<file path="config.mk">
export PLATFORM = sky130hd
export DESIGN_NAME = dly_tune_top
export DESIGN_NICKNAME = d
export VERILOG_FILES = /design/src/rtl/dly_tune_pkg.sv /design/src/rtl/dly_orbit_pacer.sv /design/src/rtl/dly_chan_tuner.sv /design/src/rtl/dly_tune_top.sv
export SDC_FILE = /design/constraint.sdc
export NUM_CORES = 1
export LEC_CHECK = 0
export BUFFER_PORTS_ARGS = -buffer_cell sky130_fd_sc_hd__buf_2
export CAP_MARGIN = 40
export CORE_ASPECT_RATIO = 0.6
export CORE_MARGIN = 3
export CORE_UTILIZATION = 59
export DETAILED_ROUTE_END_ITERATION = 10
export PLACE_DENSITY = 0.84
export SETUP_SLACK_MARGIN = 0.2
export SLEW_MARGIN = 0
export SYNTH_ARGS = -nofsm -noshare
export SYNTH_HDL_FRONTEND = slang
export SYNTH_SLANG_ARGS = --single-unit
</file>
<file path="constraint.sdc">
create_clock -name clk -period 15.8 [get_ports clk]
set_clock_uncertainty 0.2 [all_clocks]
set_input_delay 0 -clock clk [delete_from_list [all_inputs] [get_ports clk]]
set_output_delay 0 -clock clk [all_outputs]
set_load 0.05 [all_outputs]
</file>
<file path="src/rtl/dly_tune_pkg.sv">
package dly_tune_pkg;
    localparam int BCN_W       = 12;
    localparam int DLY_W       = 2;
    localparam int ORBIT_LEN   = 3563;
    localparam int HALF_ORBIT  = ORBIT_LEN / 2;
    localparam int DLY_MAX     = (1 << DLY_W) - 1;
    localparam logic [BCN_W-1:0] NO_CAPTURE = 12'hDEF;

    typedef logic [BCN_W-1:0] bcn_t;
    typedef logic [DLY_W-1:0] dly_t;

    typedef struct packed {
        logic ok;
        logic reach;
        dly_t next;
    } verdict_t;

    function automatic logic bcn_in_orbit(bcn_t b);
        return (b != '0) && (b != NO_CAPTURE) && (int'(b) <= ORBIT_LEN);
    endfunction

    function automatic int fold_diff(bcn_t tgt, bcn_t arr);
        int d;
        d = int'(tgt) - int'(arr);
        if (d > HALF_ORBIT)
            d = d - ORBIT_LEN;
        else if (d < -HALF_ORBIT)
            d = d + ORBIT_LEN;
        return d;
    endfunction

    function automatic verdict_t judge(bcn_t tgt, bcn_t arr, logic vld, dly_t cur);
        verdict_t v;
        int nd;
        nd      = int'(cur) + fold_diff(tgt, arr);
        v.ok    = vld && bcn_in_orbit(arr) && bcn_in_orbit(tgt);
        v.reach = (nd >= 0) && (nd <= DLY_MAX);
        v.next  = v.reach ? dly_t'(nd) : cur;
        return v;
    endfunction
endpackage

</file>
<file path="src/rtl/dly_orbit_pacer.sv">
module dly_orbit_pacer #(
    parameter int ORBIT_DIV = 4
) (
    input  logic clk,
    input  logic rst,
    input  logic run_en,
    input  logic step_mode,
    input  logic step,
    input  logic nth_en,
    input  logic orbit_tick,
    output logic eval,
    output logic start,
    output logic stop,
    output logic idle
);
    localparam int CNT_W = (ORBIT_DIV > 1) ? $clog2(ORBIT_DIV) : 1;
    localparam logic [CNT_W-1:0] LAST = CNT_W'(ORBIT_DIV - 1);

    logic             run_q;
    logic [CNT_W-1:0] orb_cnt;
    logic             orb_mode;
    logic             orb_fire;

    assign orb_mode = nth_en && !step_mode;
    assign orb_fire = orbit_tick && (orb_cnt == LAST);

    always_ff @(posedge clk) begin
        if (rst) begin
            run_q   <= 1'b0;
            orb_cnt <= '0;
        end else begin
            run_q <= run_en;
            if (!run_en)
                orb_cnt <= '0;
            else if (orbit_tick && orb_mode)
                orb_cnt <= (orb_cnt == LAST) ? '0 : orb_cnt + 1'b1;
        end
    end

    assign start = run_en && !run_q;
    assign stop  = !run_en && run_q;
    assign idle  = !run_en && !run_q;

    always_comb begin
        eval = 1'b0;
        if (run_en && run_q) begin
            if (step_mode)
                eval = step;
            else if (nth_en)
                eval = orb_fire;
            else
                eval = 1'b1;
        end
    end

    AST_STEP_GATES_EVAL: assert property (@(posedge clk) disable iff (rst)
        (step_mode && !step) |-> !eval);
    AST_ORBIT_GATES_EVAL: assert property (@(posedge clk) disable iff (rst)
        (orb_mode && eval) |-> orbit_tick);
    AST_NO_EVAL_AT_START: assert property (@(posedge clk) disable iff (rst)
        start |-> !eval);
endmodule

</file>
<file path="src/rtl/dly_chan_tuner.sv">
module dly_chan_tuner
    import dly_tune_pkg::*;
(
    input  logic clk,
    input  logic rst,
    input  logic start,
    input  logic stop,
    input  logic eval,
    input  logic cfg_en,
    input  bcn_t tgt,
    input  bcn_t arr,
    input  logic vld,
    input  dly_t cfg_dly,
    output dly_t dly_o,
    output logic tuned_o
);
    dly_t     orig_q;
    verdict_t vd;

    assign vd = judge(tgt, arr, vld, dly_o);

    always_ff @(posedge clk) begin
        if (rst) begin
            dly_o   <= '0;
            orig_q  <= '0;
            tuned_o <= 1'b0;
        end else if (start) begin
            orig_q  <= dly_o;
            tuned_o <= 1'b0;
        end else if (stop) begin
            if (!tuned_o)
                dly_o <= orig_q;
        end else if (cfg_en) begin
            dly_o   <= cfg_dly;
            tuned_o <= 1'b0;
        end else if (eval && vd.ok) begin
            dly_o   <= vd.next;
            tuned_o <= vd.reach;
        end
    end

    AST_UNREACH_HOLDS: assert property (@(posedge clk) disable iff (rst)
        (eval && vd.ok && !vd.reach) |=> ($stable(dly_o) && !tuned_o));
    AST_SKIP_INVALID: assert property (@(posedge clk) disable iff (rst)
        (eval && !vd.ok) |=> ($stable(dly_o) && $stable(tuned_o)));
    AST_START_CLEARS: assert property (@(posedge clk) disable iff (rst)
        start |=> !tuned_o);
    AST_STOP_RESTORES: assert property (@(posedge clk) disable iff (rst)
        (stop && !tuned_o) |=> (dly_o == $past(orig_q)));
endmodule

</file>
<file path="src/rtl/dly_tune_top.sv">
module dly_tune_top
    import dly_tune_pkg::*;
#(
    parameter int NCH       = 4,
    parameter int ORBIT_DIV = 4
) (
    input  logic                   clk,
    input  logic                   rst,
    input  logic                   run_en,
    input  logic                   step_mode,
    input  logic                   step,
    input  logic                   nth_en,
    input  logic                   orbit_tick,
    input  logic [BCN_W-1:0]       target,
    input  logic [NCH*BCN_W-1:0]   cap_bcn,
    input  logic [NCH-1:0]         cap_valid,
    input  logic                   cfg_load,
    input  logic [NCH*DLY_W-1:0]   cfg_dly,
    output logic [NCH*DLY_W-1:0]   dly,
    output logic [NCH-1:0]         tuned
);
    logic eval, start, stop, idle, cfg_en;

    dly_orbit_pacer #(.ORBIT_DIV(ORBIT_DIV)) u_pacer (
        .clk        (clk),
        .rst        (rst),
        .run_en     (run_en),
        .step_mode  (step_mode),
        .step       (step),
        .nth_en     (nth_en),
        .orbit_tick (orbit_tick),
        .eval       (eval),
        .start      (start),
        .stop       (stop),
        .idle       (idle)
    );

    assign cfg_en = cfg_load && idle;

    for (genvar c = 0; c < NCH; c++) begin : g_ch
        dly_chan_tuner u_ch (
            .clk     (clk),
            .rst     (rst),
            .start   (start),
            .stop    (stop),
            .eval    (eval),
            .cfg_en  (cfg_en),
            .tgt     (target),
            .arr     (cap_bcn[c*BCN_W +: BCN_W]),
            .vld     (cap_valid[c]),
            .cfg_dly (cfg_dly[c*DLY_W +: DLY_W]),
            .dly_o   (dly[c*DLY_W +: DLY_W]),
            .tuned_o (tuned[c])
        );
    end

    AST_CFG_IGNORED_IN_RUN: assert property (@(posedge clk) disable iff (rst)
        (run_en && !start && cfg_load && !eval) |=> ($stable(dly) && $stable(tuned)));
endmodule

</file>
---- Word-level counts from Yosys, hierarchy flattened ----
Index checks and enable logic that the tools add are counted.
cells by class
  add/sub/neg operators ................... 17
  $lt $le $gt $ge ......................... 21
  equal/unequal tests ..................... 10
  muxes and demuxes ....................... 40
  bitwise logic cells ..................... 3
  reduce and logical (&&, ||, !) cells .... 64
operators by type and width
  kind                    number
  $mux 32                 8
  $add 3x32->32           4
  $add 32x13->32 const B  4
  $ge 32x1->1 const B     4
  $gt 32x12->1 const B    4
  $le 32x3->1 const B     4
  $lt 32x12->1 const B    4
  $sub 32x13->32 const B  4
  $le 12x12->1 const B    5
  $ne 12x12->1 const B    5
  $reduce_bool 12->1      5
  $sub 12x12->13          4
  $mux 2                  21
  $logic_and 1x1->1       34
  $reduce_bool 3->1       8
  $reduce_and 4->1        4
  $mux 1                  11
  $ne 2x2->1 const B      4
  $reduce_and 2->1        4
  $reduce_bool 2->1       4
  $reduce_or 2->1         2
  $logic_not 1->1         3
  $not 1->1               3
  $add 2x1->2 const B     1
  $eq 2x2->1 const B      1
storage, ports and cells
  bits in registers ....................... 23
  input bits .............................. 80
  output and inout port bits .............. 12
  word-level logic and storage cells ...... 169

---- Logic depth before layout (Yosys ltp) ----
  word-level depth ........................ 11
  mapped depth ............................ 26
  depth with buffers taken out ............ 24

---- By module ----
A second synthesis with hierarchy kept.
second synthesis, totals
  cells, all modules ...................... 1268
  area, all modules ....................... 9331.4 µm²
by module, submodules not included
  module                              instances  cells each  area an instance (µm²)  sequential area each (µm²)
  dly_chan_tuner at g_ch[0].u_ch ...  3          309         2258.4                  100.1
  dly_chan_tuner at g_ch[2].u_ch      1          319         2359.8                  100.1
  dly_orbit_pacer                     1          21          190.2                   60.1
  dly_tune_top                        1          1           6.3                     0.0

---- Worst setup path after synthesis ----
Ideal clock, no wire load.
  path kind ............................... in2reg
  start ................................... in target[0]
  end ..................................... reg g_ch[2].u_ch.dly_o[0]
  arrival ................................. 5.352 ns
  data required time ...................... 15.499 ns
  setup slack ............................. 10.147 ns
  stages on the path ...................... 22
  cell sequence ........................... inv_1 -> ha_1 -> fa_1 -> nor2b_1 -> o21ai_0 -> a2111o_1 -> o211a_1 -> or4_4 -> o211ai_2 -> nand2_1 -> nor2_1 -> nor2_1 -> a221oi_1 -> ha_1 -> a21oi_1 -> nand2_1 -> nor4b_1 -> a311oi_1 -> a211o_1 -> a2111o_1 -> o41a_1 -> o41ai_1
on the way
  word-level cells in the longest chain between the ends .. 9
RTL lines
  item                                                                 RTL line                                  text
  start, declared                                                      dly_tune_top.sv:14                        input logic [BCN_W-1:0] target,
  $sub 12x12->13                                                       dly_tune_pkg.sv:24                        d = int'(tgt) - int'(arr);
  $add 32x13->32 / $lt 32x12->1 (equally long branches)                dly_tune_pkg.sv:28, dly_tune_pkg.sv:27
  $mux 32                                                              dly_tune_pkg.sv:27                        else if (d < -HALF_ORBIT)
  $mux 32                                                              dly_tune_pkg.sv:25                        if (d > HALF_ORBIT)
  $add 3x32->32                                                        dly_tune_pkg.sv:35                        nd = int'(cur) + fold_diff(tgt, arr);
  $ge 32x1->1, or another cell as far along                            dly_tune_pkg.sv:37                        v.reach = (nd >= 0) && (nd <= DLY_MAX);
  $logic_and 1x1->1 / $mux 2 (equally long branches)                   dly_tune_pkg.sv:37, dly_chan_tuner.sv:36
  $reduce_bool 3->1 (no source line) / $mux 2 (equally long branches)  n/a
  $reduce_and 4->1 (no source line) / $mux 2 (equally long branches)   n/a
  end signal, assigned                                                 dly_chan_tuner.sv:32                      dly_o <= orig_q;
  end signal, assigned                                                 dly_chan_tuner.sv:34                      dly_o <= cfg_dly;
  end signal, assigned                                                 dly_chan_tuner.sv:37                      dly_o <= vd.next;
  end, declared                                                        dly_chan_tuner.sv:14                      output dly_t dly_o,
Several ways; a longest one is shown, not always the timed one. The select of a mux whose other input is x is not followed.
A chain may end at the register's enable or synchronous reset.

---- Final worst setup path ----
Ends and elaborated chain as after synthesis.

==> results_dict.tcl <==
set metrics [dict create \
    final_core_utilization_pct 65.2 \
    design.final.nets 1711 \
    timing.critical_path.fanout_max 15 \
    max_slew.worst_pin.slew_ps 986 \
    max-clock-path-buffers 2 \
    die_height_um 107 \
    worstPathArrival_ps 6420 \
    max-slew-margin-rel_pct 33.8 \
    hold_viol 0 \
    drc 0 \
    cts.repair.resized 0 \
    detailed_placement_hpwl_um 27300 \
    synth.avg_cell_area_sq_um 6.88 \
    crit_type "in2reg" \
    share_of_synthesized_area_occupied_by_flip_flops_and_latches_pct 4.55 \
    vias_per_cell 7.00 \
    combinationalPowerShare_pct 86.6 \
    crit_required_ps 15760 \
    synth_edf_count 0 \
    initial_core_util_pct 61.3 \
    cellInternalPower_uw 390 \
    fmaxAchievable_mhz 155 \
    min_period_over_period_pct 40.8 \
    dieWidth_um 175 \
    io_pins 92 \
    power.static_leakage_nw 4.45 \
    worstSkewPairLatency_ps 270 \
    global_route_wire_length_before_repair_um 53800 \
    synth_top_flop_cell "sky130_fd_sc_hd__dfxtp_1" \
    detail_route.wirelength_um 33400 \
    final_layout_fill_cell_count 1489 \
    drive_gt1_share_pct 10.1 \
    clock-root-buffer "sky130_fd_sc_hd__clkbuf_16" \
    setup_fix_bufs_post_cts 0 \
    synthesis.area_sq_um 10100 \
    floorplan.die_area_sq_um 18800 \
    cp-start-kind "primary input" \
    fraction_of_power_consumed_by_sequential_logic_pct 7.2 \
    grt_pass1_vias 10600 \
    core_ar_sq_um 16500 \
    timing_max_transition_violations_final 0 \
    final_antenna_net_count 0 \
    antenna_found_initial 1 \
    largest_net_degree_at_the_start_of_global_routing 31 \
    grt_util_all_layers_pct 34.0 \
    power_switching_share_pct 58.1 \
    timing.hold.worst.class "in2reg" \
    h_tree_lvl_count 1 \
    power.net_switching_uw 541 \
    power_density_nw_per_um2 86.4 \
    num_rows 36 \
    asyncSetResetFlopFracSynth_pct 0 \
    synth_seq_cells 23 \
    buffer_ports.inserted 91 \
    globalRouteOverflowTotal 0 \
    status "completed" \
    cts_hold_buffers 0 \
    final-setup-viol-count 0 \
    max-cap-violations 0 \
    cts.sink_count 23 \
    mappedNetlistNets 1662 \
    synth_cell_type_count 95 \
    rsz0062_at_grt "no" \
    clock_pin_slew_on_the_worst_setup_and_hold_paths_ps 60 \
    yosysWarningCount 0 \
    tritoncts "yes" \
    wl_per_cell_um 19.1 \
    power.total_uw 931 \
    fin_crit_ps 6450 \
    end_kind "flip-flop" \
    dr.first_iter.drc_count 1740 \
    power.ir.vdd_worst_uv 50.1 \
    r2r_setup_slack_ps 11640 \
    fin_tns_setup_ps 0 \
    drtPass1Iterations 6 \
    clock_buffers_created_by_tritoncts 3 \
    area_growth_pct 6.42 \
    vias 12200 \
    postSynthCellCount 1473 \
    place.gp.congestion 0.975 \
    clock_power_share_pct 6.3 \
    insertedDiodeCount 0 \
]
## kinds of logic (layout without fill, tap and decap cells)
family	after synthesis	after routing	share of synthesized area, %
simple gates	562	562	30.1
compound gates	555	555	38.0
mux	22	22	2.27
buf+inv	136	184	5.35
xor+xnor	66	66	5.71
fa+ha+maj	109	109	14.1
flops	23	23	4.55
## worst max-delay path: stages
cell and delay [ps]:
sky130_fd_sc_hd__buf_2 100, sky130_fd_sc_hd__inv_1 100, sky130_fd_sc_hd__ha_1 240, sky130_fd_sc_hd__fa_1 440
sky130_fd_sc_hd__nor2b_1 230, sky130_fd_sc_hd__o21ai_0 180, sky130_fd_sc_hd__a2111o_1 430, sky130_fd_sc_hd__o211a_1 300
sky130_fd_sc_hd__or4_4 590, sky130_fd_sc_hd__o211ai_2 400, sky130_fd_sc_hd__nand2_1 270, sky130_fd_sc_hd__nor2_1 140
sky130_fd_sc_hd__nor2_1 50, sky130_fd_sc_hd__a221oi_1 410, sky130_fd_sc_hd__ha_1 340, sky130_fd_sc_hd__a21oi_1 270
sky130_fd_sc_hd__nand2_1 90, sky130_fd_sc_hd__nor4b_1 280, sky130_fd_sc_hd__a311oi_1 80, sky130_fd_sc_hd__a211o_1 290
sky130_fd_sc_hd__a2111o_1 380, sky130_fd_sc_hd__o41a_1 470, sky130_fd_sc_hd__o41ai_1 330
## power by group through the flow
stage / registers, mW / clock network, mW / logic [mW]
floorplan: 0.0757 / 0 / 0.595
global placement: 0.0679 / 0 / 0.760
detailed placement: 0.0681 / 0 / 0.774
CTS: 0.0667 / 0.0585 / 0.779
global route: 0.0675 / 0.0615 / 0.885
finish: 0.0669 / 0.0583 / 0.806
## cells in the mapped netlist (19+ instances only)
cell type                  instances  share of area [%]
sky130_fd_sc_hd__inv_1            80                3.0
sky130_fd_sc_hd__nand3_1          39                1.9
sky130_fd_sc_hd__nor2_1          102                3.8
sky130_fd_sc_hd__ha_1            101                 12
sky130_fd_sc_hd__o21ai_0          99                4.9
sky130_fd_sc_hd__xor2_1           24                2.1
sky130_fd_sc_hd__clkbuf_1         47                1.7
sky130_fd_sc_hd__nand2_1         109                4.0
sky130_fd_sc_hd__dfxtp_1          23                4.5
sky130_fd_sc_hd__nand4_1          35                2.2
sky130_fd_sc_hd__nor4_1           33                2.0
sky130_fd_sc_hd__xnor2_1          42                3.6
sky130_fd_sc_hd__a31oi_1          27                1.7
sky130_fd_sc_hd__o211ai_1         26                1.9
sky130_fd_sc_hd__nor3_1           52                2.6
sky130_fd_sc_hd__o21a_1           28                2.1
sky130_fd_sc_hd__or3_1            24                1.5
sky130_fd_sc_hd__a21o_1           31                2.3
sky130_fd_sc_hd__a21oi_1         124                6.1
sky130_fd_sc_hd__and2_1           19                1.2
sky130_fd_sc_hd__nor2b_1          33                2.0
## flip-flops by register name, summed over array words and instances, names as in the netlist
register           cells
g_ch.u_ch.dly_o        8
g_ch.u_ch.orig_q       8
g_ch.u_ch.tuned_o      4
u_pacer.orb_cnt        2
u_pacer.run_q          1
## cell type report
type	instances	area [sq um]	area share, %
Clock buffer	3	75.1	0.696
Tap cell	228	285	2.65
Clock inverter	1	5.00	0.0464
Sequential cell	23	460	4.27
Timing Repair Buffer	99	515	4.78
Inverter	81	304	2.82
Multi-Input combinational cell	1314	9130	84.7
## final timing paths
check,depth (start not counted),endpoint,startpoint
max reg2reg,15,g_ch[3].u_ch.dly_o[1]$_SDFFE_PP0P_,u_pacer.orb_cnt[0]$_SDFFE_PP0P_
max,23,g_ch[2].u_ch.dly_o[0]$_SDFFE_PP0P_,target[0]
min reg2reg,2,g_ch[0].u_ch.orig_q[0]$_SDFFE_PP0P_,g_ch[0].u_ch.orig_q[0]$_SDFFE_PP0P_
min,2,g_ch[3].u_ch.orig_q[1]$_SDFFE_PP0P_,rst
## per-stage QoR
stage	hold slack (ps)	instances	setup WS [ps]	instance area, sq um
finish	4.25	1749	9350	10800
global route	37.0	1749	8830	10800
CTS	2.38	1748	9430	10800
detailed placement	248	1744	9170	10700
global placement	241	1743	9390	10700
floorplan	-16.2	1473	10150	10100
## metal layers
metal	track usage, %	up-vias	share of wire (%)
met2	45.7	723	37
met5	0	-	0.060
li1	-	5859	-
met1	51.5	5624	46
met3	11.7	41	15
met4	6.31	2	1.6
## cell usage in the layout (no fill, tap or decap), drive strengths merged, types with 27 or more instances in the layout
cell type  Yosys  layout
a21oi        124     124
nand2        110     110
nor2         102     102
o21ai        102     102
ha           101     101
buf            8      99
inv           80      80
nor3          53      53
xnor2         42      42
nand3         39      39
nand4         35      35
nor4          35      35
nor2b         34      34
a21o          31      31
o21a          28      28
o211ai        28      28
a31oi         27      27
(Power assumes the default switching activity.)
